File: config.mk
export PLATFORM = sky130hd
export DESIGN_NAME = layer_desc_loader
export DESIGN_NICKNAME = d
export VERILOG_FILES = /design/src/rtl/ldl_pkg.sv /design/src/rtl/ldl_fetch_seq.sv /design/src/rtl/ldl_cfg_bank.sv /design/src/rtl/ldl_status.sv /design/src/rtl/layer_desc_loader.sv
export SDC_FILE = /design/constraint.sdc
export NUM_CORES = 2
export LEC_CHECK = 0
export BUFFER_PORTS_ARGS = -buffer_cell sky130_fd_sc_hd__buf_2
export CAP_MARGIN = 5
export CORE_MARGIN = 2
export CORE_UTILIZATION = 50
export CTS_BUF_LIST = sky130_fd_sc_hd__clkbuf_16
export CTS_CLUSTER_SIZE = 12
export DETAILED_ROUTE_END_ITERATION = 16
export GPL_ROUTABILITY_DRIVEN = 0
export PLACE_DENSITY = 0.74
export SETUP_SLACK_MARGIN = 0.2
export SYNTH_ARGS = -nofsm -noshare
export SYNTH_HDL_FRONTEND = slang
export SYNTH_HIERARCHICAL = 1
export SYNTH_SLANG_ARGS = --single-unit
File: constraint.sdc
create_clock -name clk -period 6.58 [get_ports clk]
set_input_delay 1.316 -clock clk [delete_from_list [all_inputs] [get_ports clk]]
set_output_delay 1.316 -clock clk [all_outputs]
set_load 0.005 [all_outputs]
File: src/rtl/ldl_pkg.sv
package ldl_pkg;

    localparam int WORD_W     = 32;
    localparam int NODE_WORDS = 16;
    localparam int IDX_W      = $clog2(NODE_WORDS);
    localparam int ALIGN_BITS = 4;

    // word positions inside a node; the register port uses the same index
    localparam int IDX_CTL    = 0;
    localparam int IDX_ALPHA  = 1;
    localparam int IDX_ORG    = 3;
    localparam int IDX_STOP   = 4;
    localparam int IDX_PIX    = 5;
    localparam int IDX_PITCH  = 6;
    localparam int IDX_SIZE   = 7;
    localparam int IDX_NEXT   = 9;
    localparam int IDX_KEY1   = 10;
    localparam int IDX_KEY2   = 11;
    localparam int IDX_MIX    = 13;
    localparam int IDX_CLUT   = 15;
    localparam int STATUS_IDX = 26;

    // status flag positions
    localparam int ST_UNDERFLOW = 0;
    localparam int ST_LATE      = 1;
    localparam int ST_BADPTR    = 2;
    localparam int ST_W         = 3;

    typedef logic [WORD_W-1:0] word_t;
    typedef word_t [NODE_WORDS-1:0] node_t;

    typedef enum logic [1:0] {
        FS_IDLE,
        FS_ISSUE,
        FS_WAIT,
        FS_DRAIN
    } fetch_state_e;

    function automatic logic is_reserved(int idx);
        return (idx == 2) || (idx == 8) || (idx == 12) || (idx == 14);
    endfunction

    function automatic word_t clamp_size(word_t w, int unsigned max_w, int unsigned max_h);
        logic [15:0] wd;
        logic [15:0] ht;
        wd = w[15:0];
        ht = w[31:16];
        if (wd > 16'(max_w)) wd = 16'(max_w);
        if (ht > 16'(max_h)) ht = 16'(max_h);
        return {ht, wd};
    endfunction

endpackage

File: src/rtl/ldl_fetch_seq.sv
module ldl_fetch_seq
    import ldl_pkg::*;
#(
    parameter int ADDR_W = 32
) (
    input  logic              clk,
    input  logic              rst,
    input  logic              start_i,
    input  logic [ADDR_W-1:0] base_i,
    output logic              mem_rd_o,
    output logic [ADDR_W-1:0] mem_addr_o,
    input  logic              mem_rvalid_i,
    input  word_t             mem_rdata_i,
    output logic              busy_o,
    output logic              late_o,
    output logic              done_o,
    output logic [ADDR_W-1:0] node_addr_o,
    output node_t             node_o
);

    localparam int CNT_W = IDX_W;

    fetch_state_e      st_q;
    logic [CNT_W-1:0]  cnt_q;
    logic [ADDR_W-1:0] base_q;
    logic              restart_q;
    node_t             shadow_q;

    logic have_base;
    logic last_word;

    assign have_base   = (base_i != '0);
    assign last_word   = (cnt_q == CNT_W'(NODE_WORDS - 1));
    assign busy_o      = (st_q != FS_IDLE);
    assign late_o      = start_i && busy_o;
    assign done_o      = (st_q == FS_WAIT) && mem_rvalid_i && last_word && !start_i;
    assign mem_rd_o    = (st_q == FS_ISSUE);
    assign mem_addr_o  = base_q + ADDR_W'({cnt_q, 2'b00});
    assign node_addr_o = base_q;

    // the last word is taken straight from the bus so the commit costs no extra cycle
    for (genvar i = 0; i < NODE_WORDS; i++) begin : g_node
        if (i == NODE_WORDS - 1) begin : g_bus
            assign node_o[i] = mem_rdata_i;
        end else begin : g_shd
            assign node_o[i] = shadow_q[i];
        end
    end

    always_ff @(posedge clk) begin
        if (rst) begin
            st_q      <= FS_IDLE;
            cnt_q     <= '0;
            base_q    <= '0;
            restart_q <= 1'b0;
            shadow_q  <= '0;
        end else begin
            if (st_q == FS_WAIT && mem_rvalid_i && !start_i) begin
                shadow_q[cnt_q] <= mem_rdata_i;
            end
            case (st_q)
                FS_IDLE: begin
                    if (start_i && have_base) begin
                        base_q <= base_i;
                        cnt_q  <= '0;
                        st_q   <= FS_ISSUE;
                    end
                end
                FS_ISSUE: begin
                    if (start_i) begin
                        // a request leaves this cycle, so its answer must be drained
                        restart_q <= have_base;
                        if (have_base) base_q <= base_i;
                        cnt_q <= '0;
                        st_q  <= FS_DRAIN;
                    end else begin
                        st_q <= FS_WAIT;
                    end
                end
                FS_WAIT: begin
                    if (start_i) begin
                        restart_q <= have_base;
                        if (have_base) base_q <= base_i;
                        cnt_q <= '0;
                        if (mem_rvalid_i) st_q <= have_base ? FS_ISSUE : FS_IDLE;
                        else              st_q <= FS_DRAIN;
                    end else if (mem_rvalid_i) begin
                        if (last_word) begin
                            cnt_q <= '0;
                            st_q  <= FS_IDLE;
                        end else begin
                            cnt_q <= cnt_q + CNT_W'(1);
                            st_q  <= FS_ISSUE;
                        end
                    end
                end
                FS_DRAIN: begin
                    if (start_i) begin
                        restart_q <= have_base;
                        if (have_base) base_q <= base_i;
                    end
                    if (mem_rvalid_i) begin
                        if (start_i ? have_base : restart_q) st_q <= FS_ISSUE;
                        else                                  st_q <= FS_IDLE;
                    end
                end
                default: st_q <= FS_IDLE;
            endcase
        end
    end

endmodule

File: src/rtl/ldl_cfg_bank.sv
module ldl_cfg_bank
    import ldl_pkg::*;
#(
    parameter int unsigned MAX_WIDTH  = 3840,
    parameter int unsigned MAX_HEIGHT = 2160,
    parameter int          REG_IDX_W  = 5
) (
    input  logic                 clk,
    input  logic                 rst,
    input  logic                 commit_i,
    input  node_t                node_i,
    input  logic                 wr_en_i,
    input  logic [REG_IDX_W-1:0] wr_idx_i,
    input  word_t                wr_data_i,
    output node_t                cfg_o
);

    for (genvar i = 0; i < NODE_WORDS; i++) begin : g_word
        if (is_reserved(i) || i == IDX_NEXT) begin : g_hole
            assign cfg_o[i] = '0;
        end else begin : g_live
            word_t q;
            word_t commit_val;
            word_t wr_val;
            if (i == IDX_SIZE) begin : g_clamp
                assign commit_val = clamp_size(node_i[i], MAX_WIDTH, MAX_HEIGHT);
                assign wr_val     = clamp_size(wr_data_i, MAX_WIDTH, MAX_HEIGHT);
            end else begin : g_plain
                assign commit_val = node_i[i];
                assign wr_val     = wr_data_i;
            end
            // a node commit takes precedence over a register write in the same cycle
            always_ff @(posedge clk) begin
                if (rst) begin
                    q <= '0;
                end else if (commit_i) begin
                    q <= commit_val;
                end else if (wr_en_i && wr_idx_i == REG_IDX_W'(i)) begin
                    q <= wr_val;
                end
            end
            assign cfg_o[i] = q;
        end
    end

endmodule

File: src/rtl/ldl_status.sv
module ldl_status
    import ldl_pkg::*;
(
    input  logic            clk,
    input  logic            rst,
    input  logic [ST_W-1:0] set_i,
    input  logic [ST_W-1:0] clr_i,
    output logic [ST_W-1:0] flags_o
);

    logic [ST_W-1:0] flags_q;

    // a new event wins over a clear arriving in the same cycle
    always_ff @(posedge clk) begin
        if (rst) flags_q <= '0;
        else     flags_q <= (flags_q & ~clr_i) | set_i;
    end

    assign flags_o = flags_q;

endmodule

File: src/rtl/layer_desc_loader.sv
module layer_desc_loader
    import ldl_pkg::*;
#(
    parameter int          ADDR_W     = 32,
    parameter int          REG_AW     = 7,
    parameter int unsigned MAX_WIDTH  = 3840,
    parameter int unsigned MAX_HEIGHT = 2160
) (
    input  logic              clk,
    input  logic              rst,
    input  logic              vsync,
    input  logic              field_top,
    input  logic              underflow,
    output logic              mem_rd,
    output logic [ADDR_W-1:0] mem_addr,
    input  logic              mem_rvalid,
    input  logic [31:0]       mem_rdata,
    input  logic              reg_wen,
    input  logic [REG_AW-1:0] reg_addr,
    input  logic [31:0]       reg_wdata,
    output logic [31:0]       reg_rdata,
    output logic [31:0]       cfg_ctl,
    output logic [31:0]       cfg_alpha,
    output logic [31:0]       cfg_org,
    output logic [31:0]       cfg_stop,
    output logic [31:0]       cfg_pix_addr,
    output logic [31:0]       cfg_pitch,
    output logic [31:0]       cfg_size,
    output logic [31:0]       cfg_key1,
    output logic [31:0]       cfg_key2,
    output logic [31:0]       cfg_mix,
    output logic [31:0]       cfg_clut,
    output logic [4:0]        cfg_fmt,
    output logic              cfg_wait_vsync,
    output logic              layer_visible,
    output logic              cfg_field_top,
    output logic              cfg_commit
);

    localparam int REG_IDX_W = REG_AW - 2;
    localparam logic [REG_IDX_W-1:0] RI_NEXT   = REG_IDX_W'(IDX_NEXT);
    localparam logic [REG_IDX_W-1:0] RI_STATUS = REG_IDX_W'(STATUS_IDX);
    localparam logic [REG_IDX_W-1:0] RI_NODES  = REG_IDX_W'(NODE_WORDS);

    logic [REG_IDX_W-1:0] reg_idx;
    logic                 ptr_sel;
    logic                 ptr_aligned;
    logic                 field_wr;

    logic              fetch_busy;
    logic              fetch_late;
    logic              fetch_done;
    logic [ADDR_W-1:0] fetch_node_addr;
    node_t             fetch_node;
    node_t             cfg;

    logic [ADDR_W-1:0] next_ptr_q;
    logic [ADDR_W-1:0] cur_node_q;
    logic              ptr_written_q;
    logic              loaded_q;
    logic              field_q;
    logic              commit_q;

    logic [ST_W-1:0]   status_set;
    logic [ST_W-1:0]   status_clr;
    logic [ST_W-1:0]   status_q;

    assign reg_idx     = reg_addr[REG_AW-1:2];
    assign ptr_sel     = reg_wen && (reg_idx == RI_NEXT);
    assign ptr_aligned = (reg_wdata[ALIGN_BITS-1:0] == '0);
    assign field_wr    = reg_wen && (reg_idx < RI_NODES) && (reg_idx != RI_NEXT);

    ldl_fetch_seq #(
        .ADDR_W (ADDR_W)
    ) u_fetch (
        .clk          (clk),
        .rst          (rst),
        .start_i      (vsync),
        .base_i       (next_ptr_q),
        .mem_rd_o     (mem_rd),
        .mem_addr_o   (mem_addr),
        .mem_rvalid_i (mem_rvalid),
        .mem_rdata_i  (mem_rdata),
        .busy_o       (fetch_busy),
        .late_o       (fetch_late),
        .done_o       (fetch_done),
        .node_addr_o  (fetch_node_addr),
        .node_o       (fetch_node)
    );

    ldl_cfg_bank #(
        .MAX_WIDTH  (MAX_WIDTH),
        .MAX_HEIGHT (MAX_HEIGHT),
        .REG_IDX_W  (REG_IDX_W)
    ) u_bank (
        .clk       (clk),
        .rst       (rst),
        .commit_i  (fetch_done),
        .node_i    (fetch_node),
        .wr_en_i   (field_wr),
        .wr_idx_i  (reg_idx),
        .wr_data_i (reg_wdata),
        .cfg_o     (cfg)
    );

    always_comb begin
        status_set               = '0;
        status_set[ST_UNDERFLOW] = underflow;
        status_set[ST_LATE]      = fetch_late;
        status_set[ST_BADPTR]    = ptr_sel && !ptr_aligned;
        status_clr = (reg_wen && reg_idx == RI_STATUS) ? reg_wdata[ST_W-1:0] : '0;
    end

    ldl_status u_status (
        .clk     (clk),
        .rst     (rst),
        .set_i   (status_set),
        .clr_i   (status_clr),
        .flags_o (status_q)
    );

    // chain pointer bookkeeping: pending pointer, node in use, field latch
    always_ff @(posedge clk) begin
        if (rst) begin
            next_ptr_q    <= '0;
            cur_node_q    <= '0;
            ptr_written_q <= 1'b0;
            loaded_q      <= 1'b0;
            field_q       <= 1'b0;
            commit_q      <= 1'b0;
        end else begin
            commit_q <= fetch_done;
            if (vsync) field_q <= field_top;
            if (fetch_done) begin
                cur_node_q <= fetch_node_addr;
                loaded_q   <= 1'b1;
            end
            if (ptr_sel && ptr_aligned) begin
                next_ptr_q    <= ADDR_W'(reg_wdata);
                ptr_written_q <= 1'b1;
            end else begin
                if (fetch_done && !ptr_written_q) begin
                    next_ptr_q <= ADDR_W'(fetch_node[IDX_NEXT] >> ALIGN_BITS) << ALIGN_BITS;
                end
                if (vsync) ptr_written_q <= 1'b0;
            end
        end
    end

    always_comb begin
        reg_rdata = '0;
        if (reg_idx == RI_STATUS) begin
            reg_rdata = 32'(status_q);
        end else if (reg_idx == RI_NEXT) begin
            reg_rdata = 32'(cur_node_q);
        end else if (reg_idx < RI_NODES) begin
            reg_rdata = cfg[reg_idx[IDX_W-1:0]];
        end
    end

    assign cfg_ctl        = cfg[IDX_CTL];
    assign cfg_alpha      = cfg[IDX_ALPHA];
    assign cfg_org        = cfg[IDX_ORG];
    assign cfg_stop       = cfg[IDX_STOP];
    assign cfg_pix_addr   = cfg[IDX_PIX];
    assign cfg_pitch      = cfg[IDX_PITCH];
    assign cfg_size       = cfg[IDX_SIZE];
    assign cfg_key1       = cfg[IDX_KEY1];
    assign cfg_key2       = cfg[IDX_KEY2];
    assign cfg_mix        = cfg[IDX_MIX];
    assign cfg_clut       = cfg[IDX_CLUT];
    assign cfg_fmt        = cfg[IDX_CTL][4:0];
    assign cfg_wait_vsync = cfg[IDX_CTL][31];
    assign layer_visible  = loaded_q && (cfg[IDX_MIX][1:0] == 2'b00);
    assign cfg_field_top  = field_q;
    assign cfg_commit     = commit_q;

endmodule

==> impl_metrics.toml <==
[status]
status = "complete, but fails checks"
violations = "DRC"

[grt]
grt_max_degree = 268
antenna_found_initial = 29
grt-ovfl-total = 0
grt_pass1_vias = 32400
grtUsageTotal_pct = 36.5
grt_pass1_wl_microns = 216000

[pwr]
power.internal_mw = 7.54
netSwitchingFraction_pct = 25.0
p_total_mw = 10.1
power.switching_mw = 2.51
max-vdd-ir-drop_v = 0.000180
seq_power_share_pct = 49.1
p_clk_share_pct = 44.5
pwr-share-comb_pct = 6.4
power_leakage_nw = 16.1
p_per_area_nw_per_um2 = 236

[setup_path]
rrSetupSlack_ps = 2910
arrival_ps = 4100
cp_top_family = "simple AND/OR/NAND/NOR gates"
cpPeakStageDelay_ps = 1090
cp_max_fo = 51
critPathSlowestCell = "nor2_2"
cp.buffers_inverters = 3
start_kind = "input port"
r2r-end = "u_bank/g_word[0].g_live.q[8]$_SDFFE_PP0P_"
r2r_start = "u_fetch/st_q[1]$_SDFFE_PP0P_"
critPathCaptureType = "output port"
r2r_cells = 6
cp_cell_sequence = "buf_8, or3b_1, nor2_2, buf_4, nand2_1, o21ai_0, buf_2"
critPathKind = "input port to output port"
required_ps = 5260

[placed_design]
hpwl_microns = 101000
io_buffers = 501

[clock_network]
clk_pin_slew_ps = 60
cts-root-buf = "clkbuf_16"
clkLatencyLatePin_ps = 650
htree_levels = 3
post_cts_buffers = 0
hold_buffers = 0
cts.path.max_buffers = 3
cts_sinks = 810
cts_tree = "done"
ctsResizeCount = 0
cts_made_buffers = 84

[timing]
slew_headroom_pct = 2.58
fin_setup_tns_ps = 0
fmax_mhz = 185
tightestPinTransition_ps = 1460
drv_slew = 0
fin_skew_ps = 25.2
hold_viol = 0
finalCriticalPeriod_ps = 5420
setup_viol = 0
rsz0062_at_grt = "false"
final.period_utilization_pct = 82.3

[yosys]
avgSynthCellArea_sq_um = 8.28
yosys_warnings = 6
netlist_area_sq_um = 38700
synthCells = 4670

[floorplanning]
coreArea_sq_um = 76300
io_pins = 504
dieWidth_microns = 282
die_y_microns = 282
rows = 101
start_util_pct = 50.7
dieArea_sq_um = 79600

[hold_path]
min_to = "u_fetch/node_o[12]$_SDFFE_PP0P_"
whs_path_depth = 2
hold_class = "flip-flop to flip-flop"
hp-start = "u_fetch/node_o[12]$_SDFFE_PP0P_"

[detailed_routing]
first_pass_iters = 13
wl_per_cell_microns = 25.9
vias = 36900
drc = 2
wl_microns = 153000
drt_first_iter_violations = 5413
viasPerCell = 6.26
drt.antenna.violating_nets = 0

[flow_run]
maxCapViolations = 0

[cells_and_area]
area_growth_pct = 10.2
layout.nets = 4889
final_layout_size_suffix_gt1_share_pct = 17.2
nFillCells = 7043
## state kept, by name, indices dropped and copies added, names as in the netlist
signal and flops:
cfg_commit 1, cfg_field_top 1, cur_node_q 32, loaded_q 1
next_ptr_q 32, ptr_written_q 1, u_bank/g_word.g_live.q 352, u_fetch/cnt_q 4
u_fetch/node_addr_o 32, u_fetch/node_o 348, u_fetch/restart_q 1, u_fetch/st_q 2
u_status/flags_o 3
## power by group through the flow
stage	Clock (mW)	Combinational, mW	Sequential (mW)
after detailed placement	0	0.611	5.05
after CTS	4.47	0.612	4.94
final	4.48	0.641	4.94
after global placement	0	0.606	5.05
after floorplan	0	0.442	5.04
after global routing	4.66	0.658	4.94
## cells in the final DEF (no fill, tap or decap), types with 12 or more instances in the layout
master	instances
nand2_1	1171
dfxtp_1	810
buf_2	498
nor2_1	440
a21oi_1	372
a311oi_1	292
mux2i_1	190
nand3_1	176
conb_1	160
mux4_2	96
clkbuf_16	87
inv_1	45
buf_4	45
o21ai_0	41
a211oi_1	37
a22oi_1	34
o22ai_1	32
o211ai_1	31
a211oi_2	29
and2_1	19
xnor2_1	19
diode_2	16
nor4_1	15
clkinv_1	13
and3_1	12
nor3b_1	12
nand4_1	12
a21o_1	12
## final cells by class
type / count / area, sq um / share of cell area (%)
timing repair buffer: 551 / 2980 / 6.99
inverter: 17 / 71.3 / 0.167
antenna: 16 / 40.0 / 0.0939
multi-input combinational: 3338 / 19500 / 45.8
tap: 1030 / 1290 / 3.02
sequential: 810 / 16200 / 38.0
clock buffer: 87 / 2180 / 5.11
clock inverter: 56 / 315 / 0.740
## layer usage
layer	up-vias	global-route usage [%]	share of wire, %
li1	16100	-	-
met1	17700	48.8	37
met2	2652	52.5	43
met3	476	10.0	14
met4	18	21.7	6.0
met5	-	0	0.071
## tightest hold or removal path, stage by stage, from the launching register on
cell	delay, ps
dfxtp_1	310
nand2_1	50
a21oi_1	50
## metrics by stage
stage | utilization, % | setup slack (ps) | instance area [sq um] | hold slack (ps) | std cells
final | 55.9 | 1160 | 42600 | 453 | 5905
after global routing | 55.8 | 1130 | 42600 | 465 | 5901
after CTS | 55.8 | 1230 | 42600 | 454 | 5889
after detailed placement | 52.5 | 1230 | 40100 | 446 | 5746
after global placement | 52.5 | 1270 | 40100 | 441 | 5746
after floorplan | - | 2590 | 39300 | 432 | 4829
## worst max path at each step
| stage | from | endpoint | depth (start not counted) |
|---|---|---|---|
| floorplan | reg_addr[2] | reg_rdata[0] | 5 |
| global placement | reg_addr[2] | reg_rdata[12] | 7 |
| detailed placement | reg_addr[2] | reg_rdata[20] | 7 |
| CTS | reg_addr[2] | reg_rdata[20] | 7 |
| global route | reg_addr[2] | reg_rdata[14] | 7 |
| finish | reg_addr[2] | reg_rdata[20] | 7 |
No activity file was read; power rests on OpenSTA's default activity.
